===== src/rtl/cic_pkg.sv =====
package cic_pkg;
  typedef enum logic [1:0] {SEQ_IDLE, SEQ_P1, SEQ_P2} seq_t;
  localparam logic [1:0] ADDR_BASE = 2'd0;
  localparam logic [1:0] ADDR_MASK = 2'd1;
  localparam logic [1:0] ADDR_MODE = 2'd2;
  localparam logic [1:0] ADDR_EOI  = 2'd3;
endpackage


===== src/rtl/cic_prio_pick.sv =====
module cic_prio_pick #(
  parameter int N = 8,
  localparam int IW = $clog2(N)
) (
  input  logic [N-1:0]  pend,
  input  logic [N-1:0]  isr,
  output logic          hit,
  output logic [IW-1:0] idx
);
  // busy[i]: some in-service bit at priority i or higher
  logic [N-1:0] busy;
  assign busy[0] = isr[0];
  generate
    for (genvar i = 1; i < N; i++) begin : g_busy
      assign busy[i] = busy[i-1] | isr[i];
    end
  endgenerate

  always_comb begin
    hit = 1'b0;
    idx = '0;
    for (int i = N - 1; i >= 0; i--) begin
      if (pend[i] && !busy[i]) begin
        hit = 1'b1;
        idx = i[IW-1:0];
      end
    end
  end
endmodule


===== src/rtl/cic_ack_seq.sv =====
module cic_ack_seq
  import cic_pkg::*;
(
  input  logic clk,
  input  logic rst,
  input  logic ack_req,
  output logic ack1,
  output logic ack2
);
  seq_t st;

  always_ff @(posedge clk) begin
    if (rst) st <= SEQ_IDLE;
    else begin
      unique case (st)
        SEQ_IDLE: if (ack_req) st <= SEQ_P1;
        SEQ_P1:   st <= SEQ_P2;
        default:  st <= SEQ_IDLE;
      endcase
    end
  end

  assign ack1 = (st == SEQ_P1);
  assign ack2 = (st == SEQ_P2);


  pulse_pair_chk: assert property (@(posedge clk) disable iff (rst) ack1 |=> ack2);

  no_reentry_chk: assert property (@(posedge clk) disable iff (rst) ack2 |=> !ack1);
endmodule


===== src/rtl/cic_pic_unit.sv =====
module cic_pic_unit
  import cic_pkg::*;
#(
  parameter int N = 8,
  parameter int VW = 8,
  localparam int IW = $clog2(N)
) (
  input  logic          clk,
  input  logic          rst,
  input  logic [N-1:0]  lines,
  input  logic [N-1:0]  ext_sel,
  input  logic [N-1:0]  ext_pend,
  input  logic          wr_en,
  input  logic [1:0]    wr_addr,
  input  logic [VW-1:0] wr_data,
  input  logic          ack1,
  input  logic          ack2,
  output logic          pick_hit,
  output logic [IW-1:0] pick_idx,
  output logic [VW-1:0] vector
);
  logic [N-1:0]     irr, isr, mask, prev;
  logic [VW-IW-1:0] base;
  logic             aeoi, level;
  logic [IW-1:0]    cur_idx;
  logic             cur_hit;
  logic [N-1:0]     pend, set_v, clr_lv, claim, aeoi_clr, eoi_clr;
  logic             eoi_w;

  assign pend = ((irr & ~ext_sel) | (ext_pend & ext_sel)) & ~mask;

  cic_prio_pick #(.N(N)) u_pick (
    .pend (pend),
    .isr  (isr),
    .hit  (pick_hit),
    .idx  (pick_idx)
  );

  assign eoi_w    = wr_en && (wr_addr == ADDR_EOI);
  assign set_v    = level ? lines : (lines & ~prev);
  assign clr_lv   = level ? ~lines : '0;
  assign claim    = (ack1 && pick_hit) ? (N'(1) << pick_idx) : '0;
  assign aeoi_clr = (ack2 && aeoi && cur_hit) ? (N'(1) << cur_idx) : '0;
  assign eoi_clr  = eoi_w ? (isr & (~isr + N'(1))) : '0;

  always_ff @(posedge clk) begin
    if (rst) begin
      irr <= '0; isr <= '0; mask <= '0; prev <= '0;
      base <= '0; aeoi <= 1'b0; level <= 1'b0;
      cur_idx <= '0; cur_hit <= 1'b0;
    end else begin
      prev <= lines;
      irr  <= (irr | set_v) & ~clr_lv & ~claim;
      isr  <= (isr | claim) & ~aeoi_clr & ~eoi_clr;
      if (ack1) begin
        cur_idx <= pick_hit ? pick_idx : '1;
        cur_hit <= pick_hit;
      end
      if (wr_en) begin
        unique case (wr_addr)
          ADDR_BASE: base <= wr_data[VW-1:IW];
          ADDR_MASK: mask <= wr_data[N-1:0];
          ADDR_MODE: begin aeoi <= wr_data[0]; level <= wr_data[1]; end
          default: ;
        endcase
      end
    end
  end

  assign vector = {base, cur_idx};


  claim_sets_isr_chk: assert property (@(posedge clk) disable iff (rst)
    ack1 && pick_hit |=> isr[$past(pick_idx)]);

  claim_clears_irr_chk: assert property (@(posedge clk) disable iff (rst)
    ack1 && pick_hit && !level |=> !irr[$past(pick_idx)]);

  aeoi_release_chk: assert property (@(posedge clk) disable iff (rst)
    ack2 && aeoi && cur_hit |=> !isr[$past(cur_idx)]);

  spurious_keep_chk: assert property (@(posedge clk) disable iff (rst)
    ack1 && !pick_hit && !eoi_w |=> isr == $past(isr));
endmodule


===== src/rtl/cascade_irq_ctrl.sv =====
module cascade_irq_ctrl #(
  parameter int N_IN = 8,
  parameter int CASC_IDX = 2,
  parameter int VW = 8,
  localparam int IW = $clog2(N_IN)
) (
  input  logic              clk,
  input  logic              rst,
  input  logic [2*N_IN-1:0] irq_in,
  input  logic              wr_en,
  input  logic              wr_slave,
  input  logic [1:0]        wr_addr,
  input  logic [VW-1:0]     wr_data,
  input  logic              ack_req,
  output logic              int_out,
  output logic              vec_valid,
  output logic [VW-1:0]     vec_data
);
  localparam logic [N_IN-1:0] CASC_MASK = N_IN'(1) << CASC_IDX;
  localparam logic [IW-1:0]   CASC_CODE = IW'(CASC_IDX);

  logic ack1, ack2, s_ack1, s_ack2;
  logic m_hit, s_hit;
  logic [IW-1:0] m_idx, s_idx_unused, casc_code;
  logic [VW-1:0] m_vec, s_vec;
  logic unused_casc_pin;

  assign unused_casc_pin = irq_in[CASC_IDX];

  cic_ack_seq u_seq (
    .clk(clk), .rst(rst), .ack_req(ack_req), .ack1(ack1), .ack2(ack2)
  );

  assign s_ack1 = ack1 && m_hit && (m_idx == CASC_CODE);
  assign s_ack2 = ack2 && (casc_code == CASC_CODE);

  cic_pic_unit #(.N(N_IN), .VW(VW)) u_master (
    .clk(clk), .rst(rst),
    .lines(irq_in[N_IN-1:0] & ~CASC_MASK),
    .ext_sel(CASC_MASK),
    .ext_pend({N_IN{s_hit}} & CASC_MASK),
    .wr_en(wr_en && !wr_slave), .wr_addr(wr_addr), .wr_data(wr_data),
    .ack1(ack1), .ack2(ack2),
    .pick_hit(m_hit), .pick_idx(m_idx), .vector(m_vec)
  );

  cic_pic_unit #(.N(N_IN), .VW(VW)) u_slave (
    .clk(clk), .rst(rst),
    .lines(irq_in[2*N_IN-1:N_IN]),
    .ext_sel('0), .ext_pend('0),
    .wr_en(wr_en && wr_slave), .wr_addr(wr_addr), .wr_data(wr_data),
    .ack1(s_ack1), .ack2(s_ack2),
    .pick_hit(s_hit), .pick_idx(s_idx_unused), .vector(s_vec)
  );

  always_ff @(posedge clk) begin
    if (rst) begin
      casc_code <= '0;
      int_out   <= 1'b0;
      vec_valid <= 1'b0;
      vec_data  <= '0;
    end else begin
      if (ack1) casc_code <= m_hit ? m_idx : '1;
      int_out   <= m_hit;
      vec_valid <= ack2;
      if (ack2) vec_data <= s_ack2 ? s_vec : m_vec;
    end
  end


  vec_single_chk: assert property (@(posedge clk) disable iff (rst) vec_valid |=> !vec_valid);

  vec_after_ack_chk: assert property (@(posedge clk) disable iff (rst) ack2 |=> vec_valid);

  slave_gate_chk: assert property (@(posedge clk) disable iff (rst)
    s_ack1 |-> s_hit);
endmodule


===== config.mk =====
export PLATFORM = sky130hd
export DESIGN_NAME = cascade_irq_ctrl
export DESIGN_NICKNAME = d
export VERILOG_FILES = /design/src/rtl/cic_pkg.sv /design/src/rtl/cic_prio_pick.sv /design/src/rtl/cic_ack_seq.sv /design/src/rtl/cic_pic_unit.sv /design/src/rtl/cascade_irq_ctrl.sv
export SDC_FILE = /design/constraint.sdc
export NUM_CORES = 1
export LEC_CHECK = 0
export BUFFER_PORTS_ARGS = -buffer_cell sky130_fd_sc_hd__buf_4
export CAP_MARGIN = 20
export CORE_MARGIN = 4
export CORE_UTILIZATION = 63
export CTS_BUF_LIST = sky130_fd_sc_hd__clkbuf_8 sky130_fd_sc_hd__clkbuf_16
export DETAILED_ROUTE_END_ITERATION = 7
export PLACE_DENSITY = 0.91
export SLEW_MARGIN = 20
export SYNTH_ARGS = -nofsm -noshare
export SYNTH_HDL_FRONTEND = slang
export SYNTH_SLANG_ARGS = --single-unit

===== constraint.sdc =====
create_clock -name clk -period 5 [get_ports clk]
set_clock_uncertainty 0.1 [all_clocks]
set_input_delay 0.25 -clock clk [delete_from_list [all_inputs] [get_ports clk]]
set_output_delay 0.25 -clock clk [all_outputs]
set_load 0.01 [all_outputs]

Word-level counts from Yosys, hierarchy flattened. Cells that the tools add are included.

Bitwise operators: 49. Muxes and demuxes: 47. $add $sub $neg: 2. Reduce and logical (&&, ||, !) cells: 53. Shift-type cells: 4. Eq/ne operators: 8.

Operators with widths (count): $not A8 Y8 (16); $and A8 B8 Y8 (14); $mux W8 (11); $mux W3 (18); $or A8 B8 Y8 (4); $shl A1 B3 Y8 const A (4); $logic_and A1 B1 Y1 (28); $logic_not A1 Y1 (17); $add A8 B1 Y8 const B (2); $mux W1 (16); $or A1 B1 Y1 (14); $reduce_and A2 Y1 (6); $or A8 B3 Y8 (1); $eq A2 B2 Y1 const B (3); $eq A3 B2 Y1 const B (2); $eq A2 B1 Y1 const B (2); $logic_not A2 Y1 (2); $pmux W2 S2 (1); $mux W2 (1); $ne A2 B2 Y1 const B (1).

Flip-flop bits (word level): 98. Output and inout port bits: 10. Logic and storage cells: 186. Input bits: 31.

Longest topological paths before layout.
Word-level depth: 35. Depth in mapped cells: 7. Depth with buffers taken out: 6.

Hierarchy. From an unflattened synthesis, not the netlist that was laid out.

Cell total of the unflattened synthesis: 520. Area, all modules: 4722.0 um2.

By module, submodules not included: cic_pic_unit (times used 2, sequential area each 860.8 um2, area an instance 1864.3 um2, cells an instance 200); cascade_irq_ctrl (times used 1, sequential area each 260.2 um2, area an instance 598.1 um2, cells an instance 60); cic_prio_pick (times used 2, sequential area each 0.0 um2, area an instance 158.9 um2, cells an instance 27); cic_ack_seq (times used 1, sequential area each 40.0 um2, area an instance 77.6 um2, cells an instance 6).

Worst setup path before layout. Ideal clock, no wire load.

Path kind: register to register. From: register u_master.isr[0]. To: register u_master.isr[6]. Required time: 4.814 ns. Cell stages (with the launch flop): 7. Data arrival time: 2.203 ns. Path buffers: 0. Setup time: 0.086 ns. Slack: 2.611 ns. Period minus slack after synthesis: 2.389 ns. Cells stage by stage: dfxtp_1 -> or4_4 -> nor4_4 -> nand2_1 -> or3_1 -> or4b_4 -> a221oi_2.

Longest elaborated chain between the ends: 22. Elaborated cells on any way between the ends: 50. Classes of those cells: 1 x add/sub; 1 x shift; 18 x mux; 13 x bitwise; 17 x reduce/logical.

Ends and longest elaborated chain: start: declaration (line cic_pic_unit.sv:22) `logic [N-1:0] irr, isr, mask, prev;`; start signal: assignment (line cic_pic_unit.sv:54) `isr <= (isr | claim) & ~aeoi_clr & ~eoi_clr;`; $or A1 B1 Y1 (7 in series) (line cic_prio_pick.sv:15) `assign busy[i] = busy[i-1] | isr[i];`; $logic_not A1 Y1 (line cic_prio_pick.sv:23) `if (pend[i] && !busy[i]) begin`; $logic_and A1 B1 Y1 (line cic_prio_pick.sv:23); $mux W3 / $mux W1 (equally long branches) (8 in series) (line cic_prio_pick.sv:23); $shl A1 B3 Y8 / $logic_and A1 B1 Y1 (equally long branches) (line cic_pic_unit.sv:42) `assign claim = (ack1 && pick_hit) ? (N'(1) << pick_idx) : '0;`; $mux W8 (line cic_pic_unit.sv:42); $or A8 B8 Y8 (line cic_pic_unit.sv:54); $and A8 B8 Y8 (line cic_pic_unit.sv:54); $and A8 B8 Y8 * (line cic_pic_unit.sv:54).

Mark *: on every way between the ends. The rest lies on a longest branch, timed or not. A chain may end at the register's enable or synchronous reset.

Worst setup path in the final report.
From: register u_slave.isr[0]. To: register u_master.isr[4].

Longest elaborated chain between the ends: 28. Elaborated cells on any way between the ends: 46. Classes of those cells: 1 x shift; 15 x mux; 12 x bitwise; 18 x reduce/logical.

Ends and longest elaborated chain: start: declaration (line cic_pic_unit.sv:22); start signal: assignment (line cic_pic_unit.sv:54); $or A1 B1 Y1 (7 in series) (line cic_prio_pick.sv:15); $logic_not A1 Y1 (line cic_prio_pick.sv:23); $logic_and A1 B1 Y1 (line cic_prio_pick.sv:23); $mux W1 (7 in series) (line cic_prio_pick.sv:23); $mux W1 * (line cic_prio_pick.sv:23); $or A8 B3 Y8 * (line cic_pic_unit.sv:30) `assign pend = ((irr & ~ext_sel) | (ext_pend & ext_sel)) & ~mask;`; $and A8 B8 Y8 * (line cic_pic_unit.sv:30); $logic_and A1 B1 Y1 * (line cic_prio_pick.sv:23); $mux W3 / $mux W1 (equally long branches) (3 in series) (line cic_prio_pick.sv:23); $shl A1 B3 Y8 / $logic_and A1 B1 Y1 (equally long branches) (line cic_pic_unit.sv:42); $mux W8 * (line cic_pic_unit.sv:42); $or A8 B8 Y8 * (line cic_pic_unit.sv:54); $and A8 B8 Y8 * (2 in series) (line cic_pic_unit.sv:54).

Marks and branches as above.

==> impl_metrics.env <==
export IMPL_antenna_found_initial=0
export IMPL_ys_seq_elements=96
export IMPL_clk_latency_ns=0.37
export IMPL_first_iter_violations=335
export IMPL_status="completed"
export IMPL_grtUsageMet2_pct=46.6
export IMPL_min_period_ns=2.70
export IMPL_synth_most_common_cell="dfxtp_1"
export IMPL_vias=3544
export IMPL_synthTopCellsByArea="dfxtp_1 47%, mux2i_1 7.1%, nor2_1 5.4%, nor2b_1 3.8%, nand2_1 3.8%"
export IMPL_use_met3_pct=5.96
export IMPL_synthArstFlopShare_pct=0
export IMPL_powerDensity_nw_per_um2=336
export IMPL_netlist_top_cells_count="96 x dfxtp_1, 59 x nor2_1, 41 x nand2_1, 30 x a21oi_1, 29 x mux2i_1"
export IMPL_antenna_cells=0
export IMPL_clock_root_buffer="clkbuf_8"
export IMPL_synthXorXnorAreaFrac_pct=0
export IMPL_grt_first_pass_wirelength_um=16200
export IMPL_cts_resized=0
export IMPL_max_freq_mhz=370
export IMPL_hold_viol=0
export IMPL_place_area_um2=4410
export IMPL_worstMarginPinSlew_ns=1.11
export IMPL_synthCells=460
export IMPL_busiest_layer="met2"
export IMPL_syn_nets=491
export IMPL_yosysSeqAreaShare_pct=47.1
export IMPL_hold_class="in -> reg"
export IMPL_grt_max_degree=94
export IMPL_cts_htree_levels=3
export IMPL_rows=29
export IMPL_startpoint_type="flop"
export IMPL_clk_pin_slew_ns=0.10
export IMPL_top_level_ports=41
export IMPL_drive_above_1_share_pct=14.6
export IMPL_nets=538
export IMPL_first_pass_iters=6
export IMPL_dieWidth_um=88.5
export IMPL_synthesis_area_um2=4080
export IMPL_synth_edf_count=0
export IMPL_dpl_hpwl_um=6990
export IMPL_clock_sinks=96
export IMPL_arrival_ns=2.88
export IMPL_cts_setup_buffers=0
export IMPL_wire_per_inst_um=16.8
export IMPL_synth_largest_area_cell="dfxtp_1"
export IMPL_synth_cell_type_count=53
export IMPL_muxShareOfSynthArea_pct=7.11
export IMPL_leakagePower_nw=1.79
export IMPL_cts_buffers=9
export IMPL_synth_top_area_share_pct=47.1
export IMPL_drc=0
export IMPL_drt_total_wl_um=9890
export IMPL_drv_cap=0
export IMPL_required_ns=5.17
export IMPL_gp_congestion=0.875
export IMPL_setup_viol=0
export IMPL_syn_area_per_cell_um2=8.88
export IMPL_grt_pass1_vias=3430
export IMPL_core_um2=6310
export IMPL_overflow=0
export IMPL_cp_max_fo=9
export IMPL_critical_path_class="reg -> reg"
export IMPL_end_kind="flop"
export IMPL_viasPerCell=6.02
export IMPL_grt_use_total_pct=27.4
export IMPL_fillerInstances=480
export IMPL_grt_use_met1_pct=33.2
export IMPL_slew_limit_headroom_pct=25.2
export IMPL_rsz0062_at_grt="false"
export IMPL_syn_to_final_growth_pct=17.0
export IMPL_ir_drop_mv=0.242
export IMPL_initial_core_util_pct=64.7
export IMPL_tns_ns=0
export IMPL_synth_warnings=0
export IMPL_synth_simple_area_share_pct=26.4
export IMPL_synth_fa_ha_area_share_pct=0
export IMPL_synth_top_family_by_area="simple AND/OR/NAND/NOR gates"
export IMPL_clk_path_buf_depth=2
export IMPL_report_final_slew_viol_count=0
export IMPL_synth_compound_area_share_pct=16.8
export IMPL_synth_ff_type="dfxtp_1"
export IMPL_ant_nets=0
export IMPL_cts_tree="built"
export IMPL_fin_area_um2=4780
export IMPL_fin_crit_sh_pct=54.1
export IMPL_die_h_um=88.5
export IMPL_portBuffers=39
export IMPL_dieArea_um2=7830
-- per-stage QoR --
stage | setup slack (ns) | std cells | hold WS (ns) | utilization, % | total power, mW
2_1_floorplan | 2.61 | 460 | 0.278 | - | 0.966
3_3_place_gp | 2.43 | 559 | 0.339 | 69.8 | 1.02
3_5_place_dp | 2.39 | 559 | 0.356 | 69.8 | 1.03
4_1_cts | 2.35 | 589 | 0.0121 | 75.6 | 1.60
5_1_grt | 2.07 | 589 | 0.0198 | 75.6 | 1.67
6_report | 2.30 | 589 | 0.0223 | 75.6 | 1.60
-- layout make-up --
cell class / count / area (um^2) / area share (%)
multi-input cells: 335 / 2050 / 43.0
flip-flops and latches: 96 / 1920 / 40.2
repair buffers: 53 / 433 / 9.06
clock buffers: 10 / 138 / 2.88
well taps: 77 / 96.3 / 2.02
clock inverters: 6 / 90.1 / 1.89
inverters: 12 / 45.0 / 0.943
-- worst paths after layout --
kind	start	end	cells after the start	slack [ns]
max reg2reg	u_slave.isr[0]$_SDFF_PP0_	u_master.isr[4]$_SDFF_PP0_	6	2.30
max	u_slave.isr[0]$_SDFF_PP0_	u_master.isr[4]$_SDFF_PP0_	6	2.30
min	irq_in[14]	u_slave.prev[6]$_SDFF_PP0_	2	0.02
min reg2reg	u_slave.mask[6]$_SDFFE_PP0P_	u_slave.mask[6]$_SDFFE_PP0P_	2	0.37
-- critical path, stage by stage (launching register included) --
cell and delay [ns]:
dfxtp_1 0.44, nor3_1 0.16, and3_1 0.22, nor3_1 0.47, a21oi_2 0.23, or4b_2 0.71, a221oi_1 0.27
-- routing by layer --
metal | wire (um) | up-vias | part of all wire (%)
met1 | 4200 | 1665 | 43
met4 | 303 | 0 | 3.1
met2 | 4890 | 112 | 49
met3 | 489 | 30 | 4.9
met5 | 0 | - | 0
li1 | - | 1737 | -
-- report_power, final --
group | leakage, nW | switching (mW) | internal, mW
Sequential | 0.785 | 0.0218 | 0.797
Combinational | 0.894 | 0.116 | 0.0928
Clock | 0.113 | 0.279 | 0.297
-- cells by family (layout without fill, tap and decap cells) --
family | after synthesis | in the layout
AO/OA/AOI/OAI | 100 | 100
buffers and inverters | 29 | 81
AND/OR/NAND/NOR | 206 | 206
flip-flops | 96 | 96
multiplexers | 29 | 29
-- flip-flops by register name, indices dropped and copies added, names as in the netlist, 7 cells and up --
| name | count |
|---|---|
| u_slave.isr | 8 |
| vec_data | 8 |
| u_master.isr | 8 |
| u_slave.prev | 8 |
| u_master.prev | 7 |
| u_slave.irr | 8 |
| u_slave.mask | 8 |
| u_master.irr | 7 |
| u_master.mask | 8 |
-- cell usage in the layout (no fill, tap or decap), types with 2 or more instances in the layout --
| master | instances |
|---|---|
| a22oi_1 | 2 |
| a221oi_1 | 9 |
| and3_1 | 4 |
| nor2_1 | 59 |
| or3b_2 | 4 |
| mux2i_1 | 29 |
| o31ai_1 | 2 |
| a21boi_0 | 7 |
| o21a_1 | 4 |
| nand2_1 | 41 |
| a22o_1 | 3 |
| bufinv_16 | 2 |
| or4b_2 | 2 |
| inv_1 | 12 |
| or3_1 | 8 |
| a211oi_1 | 12 |
| nor4_1 | 4 |
| nand2b_1 | 11 |
| o21ai_0 | 11 |
| a31oi_1 | 5 |
| and2_1 | 2 |
| nor4b_1 | 3 |
| buf_4 | 39 |
| nand4_1 | 3 |
| nand3_1 | 4 |
| nor2b_1 | 25 |
| nand3b_1 | 3 |
| nor3_1 | 20 |
| nor3b_1 | 4 |
| dfxtp_1 | 96 |
| dlygate4sd3_1 | 14 |
| clkbuf_8 | 10 |
| a21oi_1 | 30 |
| or2_2 | 3 |
-- repair_timing --
action / in CTS / in global routing
hold endpoints to repair: 14 / 0
hold buffers: 14 / 0
endpoints found under the setup margin: 0 / 0
Power figures use the tool's default switching activity.
